--- src/rtl/dstk_pkg.sv ---
package dstk_pkg;
    localparam int unsigned DATA_W   = 8;
    localparam int unsigned BANK_W   = 2;
    localparam int unsigned RIDX_W   = 3;
    localparam int unsigned MODE_W   = 3;
    localparam logic [DATA_W-1:0] SP_RESET    = 8'h07;
    localparam logic [DATA_W-1:0] SP_SFR_ADDR = 8'h81;

    typedef enum logic [MODE_W-1:0] {
        AM_REG  = 3'd0,
        AM_DIR  = 3'd1,
        AM_IND  = 3'd2,
        AM_PUSH = 3'd3,
        AM_POP  = 3'd4
    } amode_e;

    typedef struct packed {
        logic [DATA_W-1:0] addr;
        logic              sfr;
    } dres_t;

    typedef struct packed {
        logic              push;
        logic              pop;
        logic              load;
        logic [DATA_W-1:0] wdata;
    } sp_ctl_t;

    function automatic logic [DATA_W-1:0] bank_reg_addr(
        input logic [BANK_W-1:0] bank, input logic [RIDX_W-1:0] idx);
        return {{(DATA_W-BANK_W-RIDX_W){1'b0}}, bank, idx};
    endfunction

    function automatic logic direct_is_sfr(input logic [DATA_W-1:0] a);
        return a[DATA_W-1];
    endfunction
endpackage

--- src/rtl/dstk_resolve.sv ---
module dstk_resolve
    import dstk_pkg::*;
(
    input  logic [MODE_W-1:0] mode,
    input  logic [DATA_W-1:0] opnd,
    input  logic [BANK_W-1:0] bank,
    input  logic [DATA_W-1:0] r0,
    input  logic [DATA_W-1:0] r1,
    input  logic [DATA_W-1:0] sp,
    output dres_t             res
);
    logic [DATA_W-1:0] ptr;

    always_comb begin
        ptr = opnd[0] ? r1 : r0;
        res = '0;
        case (mode)
            AM_REG:  res.addr = bank_reg_addr(bank, opnd[RIDX_W-1:0]);
            AM_DIR: begin
                res.addr = opnd;
                res.sfr  = direct_is_sfr(opnd);
            end
            AM_IND:  res.addr = ptr;
            AM_PUSH: res.addr = sp + 1'b1;
            AM_POP:  res.addr = sp;
            default: res = '0;
        endcase
    end
endmodule

--- src/rtl/dstk_sp.sv ---
module dstk_sp
    import dstk_pkg::*;
(
    input  logic              clk,
    input  logic              rst,
    input  sp_ctl_t           ctl,
    output logic [DATA_W-1:0] sp
);
    always_ff @(posedge clk) begin
        if (rst)           sp <= SP_RESET;
        else if (ctl.load) sp <= ctl.wdata;
        else if (ctl.push) sp <= sp + 1'b1;
        else if (ctl.pop)  sp <= sp - 1'b1;
    end
endmodule

--- src/rtl/dstk_unit.sv ---
module dstk_unit
    import dstk_pkg::*;
(
    input  logic        clk,
    input  logic        rst,
    input  logic [2:0]  mode_i,
    input  logic [7:0]  opnd_i,
    input  logic [1:0]  bank_i,
    input  logic [7:0]  r0_i,
    input  logic [7:0]  r1_i,
    input  logic        sfr_we_i,
    input  logic [7:0]  sfr_addr_i,
    input  logic [7:0]  sfr_wdata_i,
    output logic [7:0]  sfr_rdata_o,
    output logic [7:0]  addr_o,
    output logic        sfr_sel_o,
    output logic [7:0]  sp_o
);
    dres_t             res;
    sp_ctl_t           ctl;
    logic [DATA_W-1:0] sp;
    logic              sp_hit;

    assign sp_hit    = (sfr_addr_i == SP_SFR_ADDR);
    assign ctl.push  = (mode_i == AM_PUSH);
    assign ctl.pop   = (mode_i == AM_POP);
    assign ctl.load  = sfr_we_i && sp_hit;
    assign ctl.wdata = sfr_wdata_i;

    dstk_resolve u_res (
        .mode (mode_i),
        .opnd (opnd_i),
        .bank (bank_i),
        .r0   (r0_i),
        .r1   (r1_i),
        .sp   (sp),
        .res  (res)
    );

    dstk_sp u_sp (
        .clk (clk),
        .rst (rst),
        .ctl (ctl),
        .sp  (sp)
    );

    assign addr_o      = res.addr;
    assign sfr_sel_o   = res.sfr;
    assign sp_o        = sp;
    assign sfr_rdata_o = sp_hit ? sp : '0;
endmodule

--- config.mk ---
export PLATFORM = sky130hd
export DESIGN_NAME = dstk_unit
export DESIGN_NICKNAME = d
export VERILOG_FILES = /design/src/rtl/dstk_pkg.sv /design/src/rtl/dstk_resolve.sv /design/src/rtl/dstk_sp.sv /design/src/rtl/dstk_unit.sv
export SDC_FILE = /design/constraint.sdc
export NUM_CORES = 1
export LEC_CHECK = 0
export CAP_MARGIN = 5
export CORE_MARGIN = 8
export CORE_UTILIZATION = 63
export CTS_CLUSTER_SIZE = 24
export DETAILED_ROUTE_END_ITERATION = 12
export DONT_BUFFER_PORTS = 1
export PLACE_DENSITY = 0.83
export RECOVER_POWER = 50
export SLEW_MARGIN = 10
export SYNTH_ARGS = -nofsm -noshare
export SYNTH_HDL_FRONTEND = slang
export SYNTH_SLANG_ARGS = --single-unit
--- constraint.sdc ---
create_clock -name clk -period 2.65 [get_ports clk]
set_clock_uncertainty 0.15 [all_clocks]
set_input_delay 0.265 -clock clk [delete_from_list [all_inputs] [get_ports clk]]
set_output_delay 0.265 -clock clk [all_outputs]
set_load 0.01 [all_outputs]
# Word-level counts from Yosys, hierarchy flattened
# Index checks and enable logic that the tools add are counted.
# word_totals
wordCells,18
ff_bits,8
out_inout_bits,25
# classes
add_sub_neg,2
mux,7
reduce_logical,3
eq_ne,5
# ops
cell,n
2-to-1 mux 8 bit,5
one-hot mux 8 bit (5 select lines),1
adder 8 x 1 -> 8 bit (second input constant),1
== test 8 bit (second input constant),1
subtractor 8 x 1 -> 8 bit (second input constant),1
== test 3 x 2 -> 1 bit (second input constant),2
== test 3 x 1 -> 1 bit (second input constant),1
== test 3 bit (second input constant),1
zero test 3 bit,1
nonzero test 3 bit,1
logical AND 1 bit,1
2-to-1 mux 1 bit,1

# Logic depth before layout (Yosys ltp)
# Gate-level depths: netlist of the first run.
# depth
ltp_word,4
ltp_mapped,7

# By module
# Synthesis of the first run repeated with hierarchy kept, for this count alone.
# hier_totals
hier_cells,171
hier_area_um2,1330.0
# by_module_without_submodules
module,cells_per_inst,n_inst,seq_area_each_um2,area_per_inst_um2
dstk_sp,80,1,160.2,669.4
dstk_resolve,66,1,0.0,479.2
dstk_unit,25,1,0.0,181.4

# Worst setup path after synthesis of the first run
# Ideal clock, no wire load.
# synth_path
path_type,reg2out
from,reg u_sp.sp[1]
to,out addr_o[6]
stages_incl_launch_ff,6
slack_ps,475
path_buffers,0
arrival_ps,1760
required_ps,2235
path_cell_list,dfxtp_1 -> ha_1 -> inv_1 -> or3_1 -> a311o_1 -> a21oi_1
# synth_between
elab_chain_len,2
# synth_lines
element,line_no,rtl
start: declaration,dstk_sp.sv:7,output logic [DATA_W-1:0] sp
start signal: assignment,dstk_sp.sv:11,else if (ctl.load) sp <= ctl.wdata;
start signal: assignment,dstk_sp.sv:12,else if (ctl.push) sp <= sp + 1'b1;
start signal: assignment,dstk_sp.sv:13,else if (ctl.pop) sp <= sp - 1'b1;
adder 8 x 1 -> 8 bit,dstk_resolve.sv:24,AM_PUSH: res.addr = sp + 1'b1;
one-hot mux 8 bit (5 select lines),dstk_resolve.sv:17,case (mode)
end: declaration,dstk_unit.sv:15,"output logic [7:0] addr_o,"
# No other way between the ends.

# Final worst setup path of the first run
# layout_path
from,reg u_sp.sp[1]
to,out addr_o[5]
# Same word-level chain as after synthesis.

==> key figures, run 1 <==
Synth
  – Top FF cell, synth: dfxtp_1
  – Top cells by area, synth: dfxtp_1 13%, mux2i_1 10%, and3_1 6.3%
  – Post-synth EDFFs: 0
  – Gate count of the mapped netlist: 158
  – Sequential-to-total area share from yosys stat: 13.42%
  – Count of cell types in the netlist: 51
  – Mapped Nets: 208
  – Mapped Avg Cell Area: 7.555 um^2
  – Synth warn: 0
  – Synth top area share: 13.42%
  – Synth Register Bits: 8
  – Post-Syn Area: 1194 um^2
  – Ys async rst share: 0%
  – Leading area contributor after synthesis: dfxtp_1

Min path
  – Hold path cells: 2
  – WHS Endpoint: u_sp.sp[3]$_SDFFE_PP0P_
  – Hold Crit Class: primary input to register
  – HP Start: sfr_wdata_i[3]

Outcome
  – Status: complete, no violations

Finish
  – Final Core Density: 69.15%
  – Commonest non-fill, non-tap cells in the layout: 12 x nor2_1, 12 x mux2i_1, 12 x and3_1, 8 x nand2b_1, 8 x dfxtp_1
  – Share of cells above drive strength 1: 7.792%
  – Fin cells: 179
  – Biggest regs: u_sp.sp x8
  – Design Area, Final: 1220 um^2
  – ANT cells: 0
  – Layout area overhead: 2.201%
  – Register Area: 160.2 um^2
  – Most flop-heavy register: u_sp.sp
  – Footprint of the multi-input gates: 943.4 um^2
  – # nets final: 206
  – Fillers: 169
  – Max reg flops: 8

Setup path
  – Worst-path cell chain: clkbuf_1 -> nand2_1 -> or3_1 -> and3_1 -> o32ai_1
  – Crit path buffers/inverters: 1
  – CP Max Fanout: 9
  – Worst Setup Path Type: register to output pin
  – Worst path max stage delay: 0.44 ns
  – Crit path arrival time: 2.10 ns
  – Crit end category: output pin
  – Reg-to-reg endpoint: u_sp.sp[2]$_SDFFE_PP1P_
  – CP Launch Type: register
  – R2R Setup Slk: 0.46 ns
  – Reg-to-reg critical path startpoint: u_sp.sp[1]$_SDFFE_PP1P_
  – Worst R2R Path Depth: 7
  – Slowest-stage cell, CP: o32ai_1
  – Worst EP required: 2.24 ns
  – CP top delay family: simple AND/OR/NAND/NOR gates

Global routing
  – GRT overflow: 0
  – First-pass GRT wire length: 5720 um
  – GRT Total Usage: 20.17%
  – Largest net degree at the start of global routing: 26
  – Vias in the first global route: 1,208
  – Initial antenna violation count: 0

Detailed routing
  – Routed vias/inst: 6.905
  – Avg WL per Cell: 19.79 um
  – Via count: 1,236
  – Initial DRT Pass Iterations: 4
  – Final WL: 3542 um
  – DRC violations left: 0
  – Starting DRT DRC Count: 39
  – DRT antenna net count: 0

Place
  – Port Buf Inserts: 0
  – GPL Wtd Cong: 0.8614
  – Placed cells: 175
  – Place WS: 0.4500 ns
  – Placed cell areas: 1205 um^2
  – Hpwl dp: 2757 um

Job
  – Max-cap viol count: 0

Clocking
  – Htree depth: 1
  – Root buffer cell: clkbuf_4
  – Maximum buffer depth of the clock tree: 2
  – Clk sinks: 8
  – Number of setup buffers added after CTS: 0
  – TritonCTS clock tree: built
  – Clock latency at the later pin of the worst-skew pair: 0.26 ns
  – Clk slew on worst S/H paths: 0.05 ns
  – TritonCTS Buffers: 3

Floorplan
  – Core Box Area: 1764 um^2
  – Ports: 73
  – Die H: 59.53 um
  – Die width: 59.53 um
  – Die area: 3543 um^2
  – Initial Util: 67.66%
  – Std-Cell Rows: 15

Power and ir drop
  – Leak pwr: 0.5010 nW
  – Power, Total: 0.3685 mW
  – Power density over the cells: 302.1 nW/um^2
  – Worst IR Drop VDD: 0.3190 mV

Timing
  – Minimum clock period: 2.513 ns
  – Final Max Slew Viols: 0
  – Hold Vio Cnt, Final: 0
  – PnR worst setup slack: 0.1374 ns
  – Final setup vio count: 0
  – Actual slew at the worst max-slew pin: 0.6906 ns
  – Setup Total Neg Slack: 0 ns
  – Slew HR: 53.33%
  – Hold slack: 0.01777 ns
  – Fmax: 398.0 MHz
  – Final period util: 94.82%
  – RSZ-0062 raised after global routing: no
-- synth_stat cells, types with 5 or more instances --
cell	n
nor2_1	12
inv_1	5
and3_1	12
nand2b_1	8
a21oi_1	7
o21ai_0	7
nand2_1	5
clkbuf_1	7
dfxtp_1	8
xnor2_1	6
mux2i_1	12
o22ai_1	7
-- kinds of logic (layout without fill, tap and decap cells) --
group	count (synthesis)	in the layout	synth area share [%]
AOI/OAI and AO/OA	43	43	26.10
xor gates and xnor gates	7	7	5.136
adders and majority gates	2	2	2.096
buffers and inverters	19	15	7.023
DFF	8	8	13.42
muxes	12	12	10.06
and+or+nand+nor	67	67	36.16
-- where the power goes --
group          total [mW]  leakage (nW)  switching [mW]  internal, mW
registers           0.138        0.0653          0.0110         0.127
logic               0.138         0.422          0.0744        0.0632
clock network      0.0927        0.0138          0.0410        0.0518
-- per-layer routing --
metal	GRT usage (%)	vias to the layer above	wire length [um]
met4	3.401	0	0
met5	0	-	0
li1	-	600	-
met1	23.54	580	1425
met3	9.111	0	387
met2	33.13	56	1728
-- worst max-delay path by stage --
stage | start | endpoint | cells after the start
5_1_grt | u_sp.sp[2]$_SDFFE_PP1P_ | addr_o[7] | 5
6_report | u_sp.sp[1]$_SDFFE_PP1P_ | addr_o[5] | 5
2_1_floorplan | u_sp.sp[1]$_SDFFE_PP1P_ | addr_o[6] | 5
3_5_place_dp | u_sp.sp[4]$_SDFFE_PP0P_ | addr_o[6] | 4
3_3_place_gp | u_sp.sp[4]$_SDFFE_PP0P_ | addr_o[6] | 4
4_1_cts | u_sp.sp[4]$_SDFFE_PP0P_ | addr_o[6] | 4
-- cell type report --
class,count,share of cell area (%)
repair buffers,7,3.590
flip-flops and latches,8,13.13
clock buffers,3,1.846
inverters,5,1.538
multi-input cells,131,77.33
well taps,25,2.564
-- repair_timing --
action                                  CTS  global route
hold endpoints to repair                  4             0
hold buffers                              1             0
resized for setup                         0             0
endpoints found under the setup margin    0             0
Note: power is estimated with default switching activity, not from simulation.
==> run 2, diff against run 1 <==
- CORE_UTILIZATION: 63 -> 68
- PLACE_DENSITY: 0.83 -> 0.88
- clock period: 2.65 -> 3 ns (I/O delays scaled with it)
==> run 2 against run 1 <==
Combinational power down 21%. Clock power down 14%. Non-clock buffer count down 3. Global-route usage about the same. Clock-buffer cell count unchanged. Via count up 2.3%. Cell count down 6.1%. Highest routed layer is now met4. Worst setup slack better by 0.12 ns. Critical endpoint is now addr_o[6]. Power down 13%. Largest power group unchanged. Critical path type unchanged.
==> key figures, run 2 (synthesis results as in run 1) <==
Finish
  – Layout area overhead: 0.3146%
  – Fillers: 150
  – Most flop-heavy register: u_sp.sp
  – Share of cells above drive strength 1: 6.623%
  – ANT cells: 0
  – Biggest regs: u_sp.sp x8
  – Max reg flops: 8
  – Design Area, Final: 1197 um^2
  – # nets final: 203
  – Commonest non-fill, non-tap cells in the layout: 12 x nor2_1, 12 x mux2i_1, 12 x and3_1, 8 x nand2b_1, 8 x dfxtp_1

Clocking
  – TritonCTS Buffers: 3
  – Clk slew on worst S/H paths: 0.05 ns
  – Htree depth: 1
  – Root buffer cell: clkbuf_4
  – Clock latency at the later pin of the worst-skew pair: 0.25 ns
  – TritonCTS clock tree: built
  – Maximum buffer depth of the clock tree: 2
  – Number of setup buffers added after CTS: 0
  – Clk sinks: 8

Detailed routing
  – Via count: 1,264
  – Avg WL per Cell: 21.70 um
  – Initial DRT Pass Iterations: 4
  – DRT antenna net count: 0
  – Final WL: 3645 um
  – Routed vias/inst: 7.524
  – DRC violations left: 0
  – Starting DRT DRC Count: 81

Global routing
  – Largest net degree at the start of global routing: 26
  – GRT overflow: 0
  – First-pass GRT wire length: 5540 um
  – Initial antenna violation count: 0
  – Vias in the first global route: 1,187
  – GRT Total Usage: 20.13%

Power and ir drop
  – Power, Total: 0.3218 mW
  – Worst IR Drop VDD: 0.2783 mV
  – Power density over the cells: 268.7 nW/um^2
  – Leak pwr: 0.4931 nW

Timing
  – Actual slew at the worst max-slew pin: 0.6918 ns
  – Final setup vio count: 0
  – PnR worst setup slack: 0.2527 ns
  – Final period util: 91.58%
  – Hold Vio Cnt, Final: 0
  – RSZ-0062 raised after global routing: no
  – Fmax: 364.0 MHz
  – Setup Total Neg Slack: 0 ns
  – Slew HR: 53.25%
  – Minimum clock period: 2.747 ns
  – Final Max Slew Viols: 0

Setup path
  – WP depth: 5
  – Slowest-stage cell, CP: dfxtp_1
  – Worst EP required: 2.55 ns
  – Crit path arrival time: 2.30 ns
  – Worst-path cell chain: ha_1 -> inv_1 -> or3_1 -> a311o_1 -> a21oi_1
  – Crit path from: u_sp.sp[0]$_SDFFE_PP1P_
  – R2R Setup Slk: 0.92 ns
  – Worst R2R Path Depth: 4
  – Worst Setup Path Type: register to output pin
  – CP top delay family: compound AO/OA/AOI/OAI gates
  – Worst path max stage delay: 0.60 ns
  – CP Launch Type: register
  – CP Max Fanout: 11
  – Reg-to-reg critical path startpoint: u_sp.sp[3]$_SDFFE_PP0P_
  – Crit path buffers/inverters: 1
  – Crit end category: output pin
  – Worst setup path end: addr_o[6]
  – Reg-to-reg endpoint: u_sp.sp[6]$_SDFFE_PP0P_

Floorplan
  – Initial Util: 70.67%
  – Die H: 57.90 um
  – Ports: 73
  – Die width: 57.90 um
  – Std-Cell Rows: 15
  – Die area: 3352 um^2
  – Core Box Area: 1689 um^2

Min path
  – Hold Crit Class: primary input to register
  – HP Start: sfr_wdata_i[4]

Outcome
  – Status: complete, no violations

Place
  – GPL Wtd Cong: 0.9309
  – Port Buf Inserts: 0
  – Hpwl dp: 2766 um
  – Placed cell areas: 1165 um^2
  – Place WS: 0.5352 ns

Job
  – Max-cap viol count: 0
[run 2: layout make-up]
class,instances,area [um^2],area share [%]
clock buffer,3,22.52,1.881
sequential,8,160.2,13.38
tap,17,21.27,1.776
inverter,5,18.77,1.567
multi-input combinational,131,943.4,78.79
timing repair buffer,4,31.28,2.612
[run 2: report_power, final]
group | switching (mW) | internal [mW] | total [mW]
combinational | 0.0555 | 0.0531 | 0.109
sequential | 0.0214 | 0.112 | 0.134
clock | 0.0339 | 0.0456 | 0.0795
[run 2: through the flow]
step,instances,hold slack [ns],utilization (%)
finish,168,0.06864,70.89
global route,168,0.07872,70.89
CTS,167,0.01391,70.89
detailed placement,163,0.2276,68.96
global placement,163,0.2238,68.96
floorplan,158,0.3139,-
[run 2: what timing repair did]
action,CTS,global route
hold endpoints to repair,3,1
hold buffers,1,1
resized for setup,0,0
[run 2: worst min-delay path by stage]
| stage | cells past startpoint | end |
|---|---|---|
| final | 2 | u_sp.sp[4]$_SDFFE_PP0P_ |
| after global routing | 2 | u_sp.sp[5]$_SDFFE_PP0P_ |
| after CTS | 1 | u_sp.sp[0]$_SDFFE_PP1P_ |
| after detailed placement | 1 | u_sp.sp[6]$_SDFFE_PP0P_ |
| after global placement | 1 | u_sp.sp[6]$_SDFFE_PP0P_ |
| after floorplan | 2 | u_sp.sp[3]$_SDFFE_PP0P_ |
[run 2: per-layer routing]
layer | GRT usage (%) | wire length (um)
met1 | 23.48 | 1427
met2 | 32.48 | 1715
met3 | 7.285 | 469
met4 | 8.042 | 33
met5 | 0 | 0
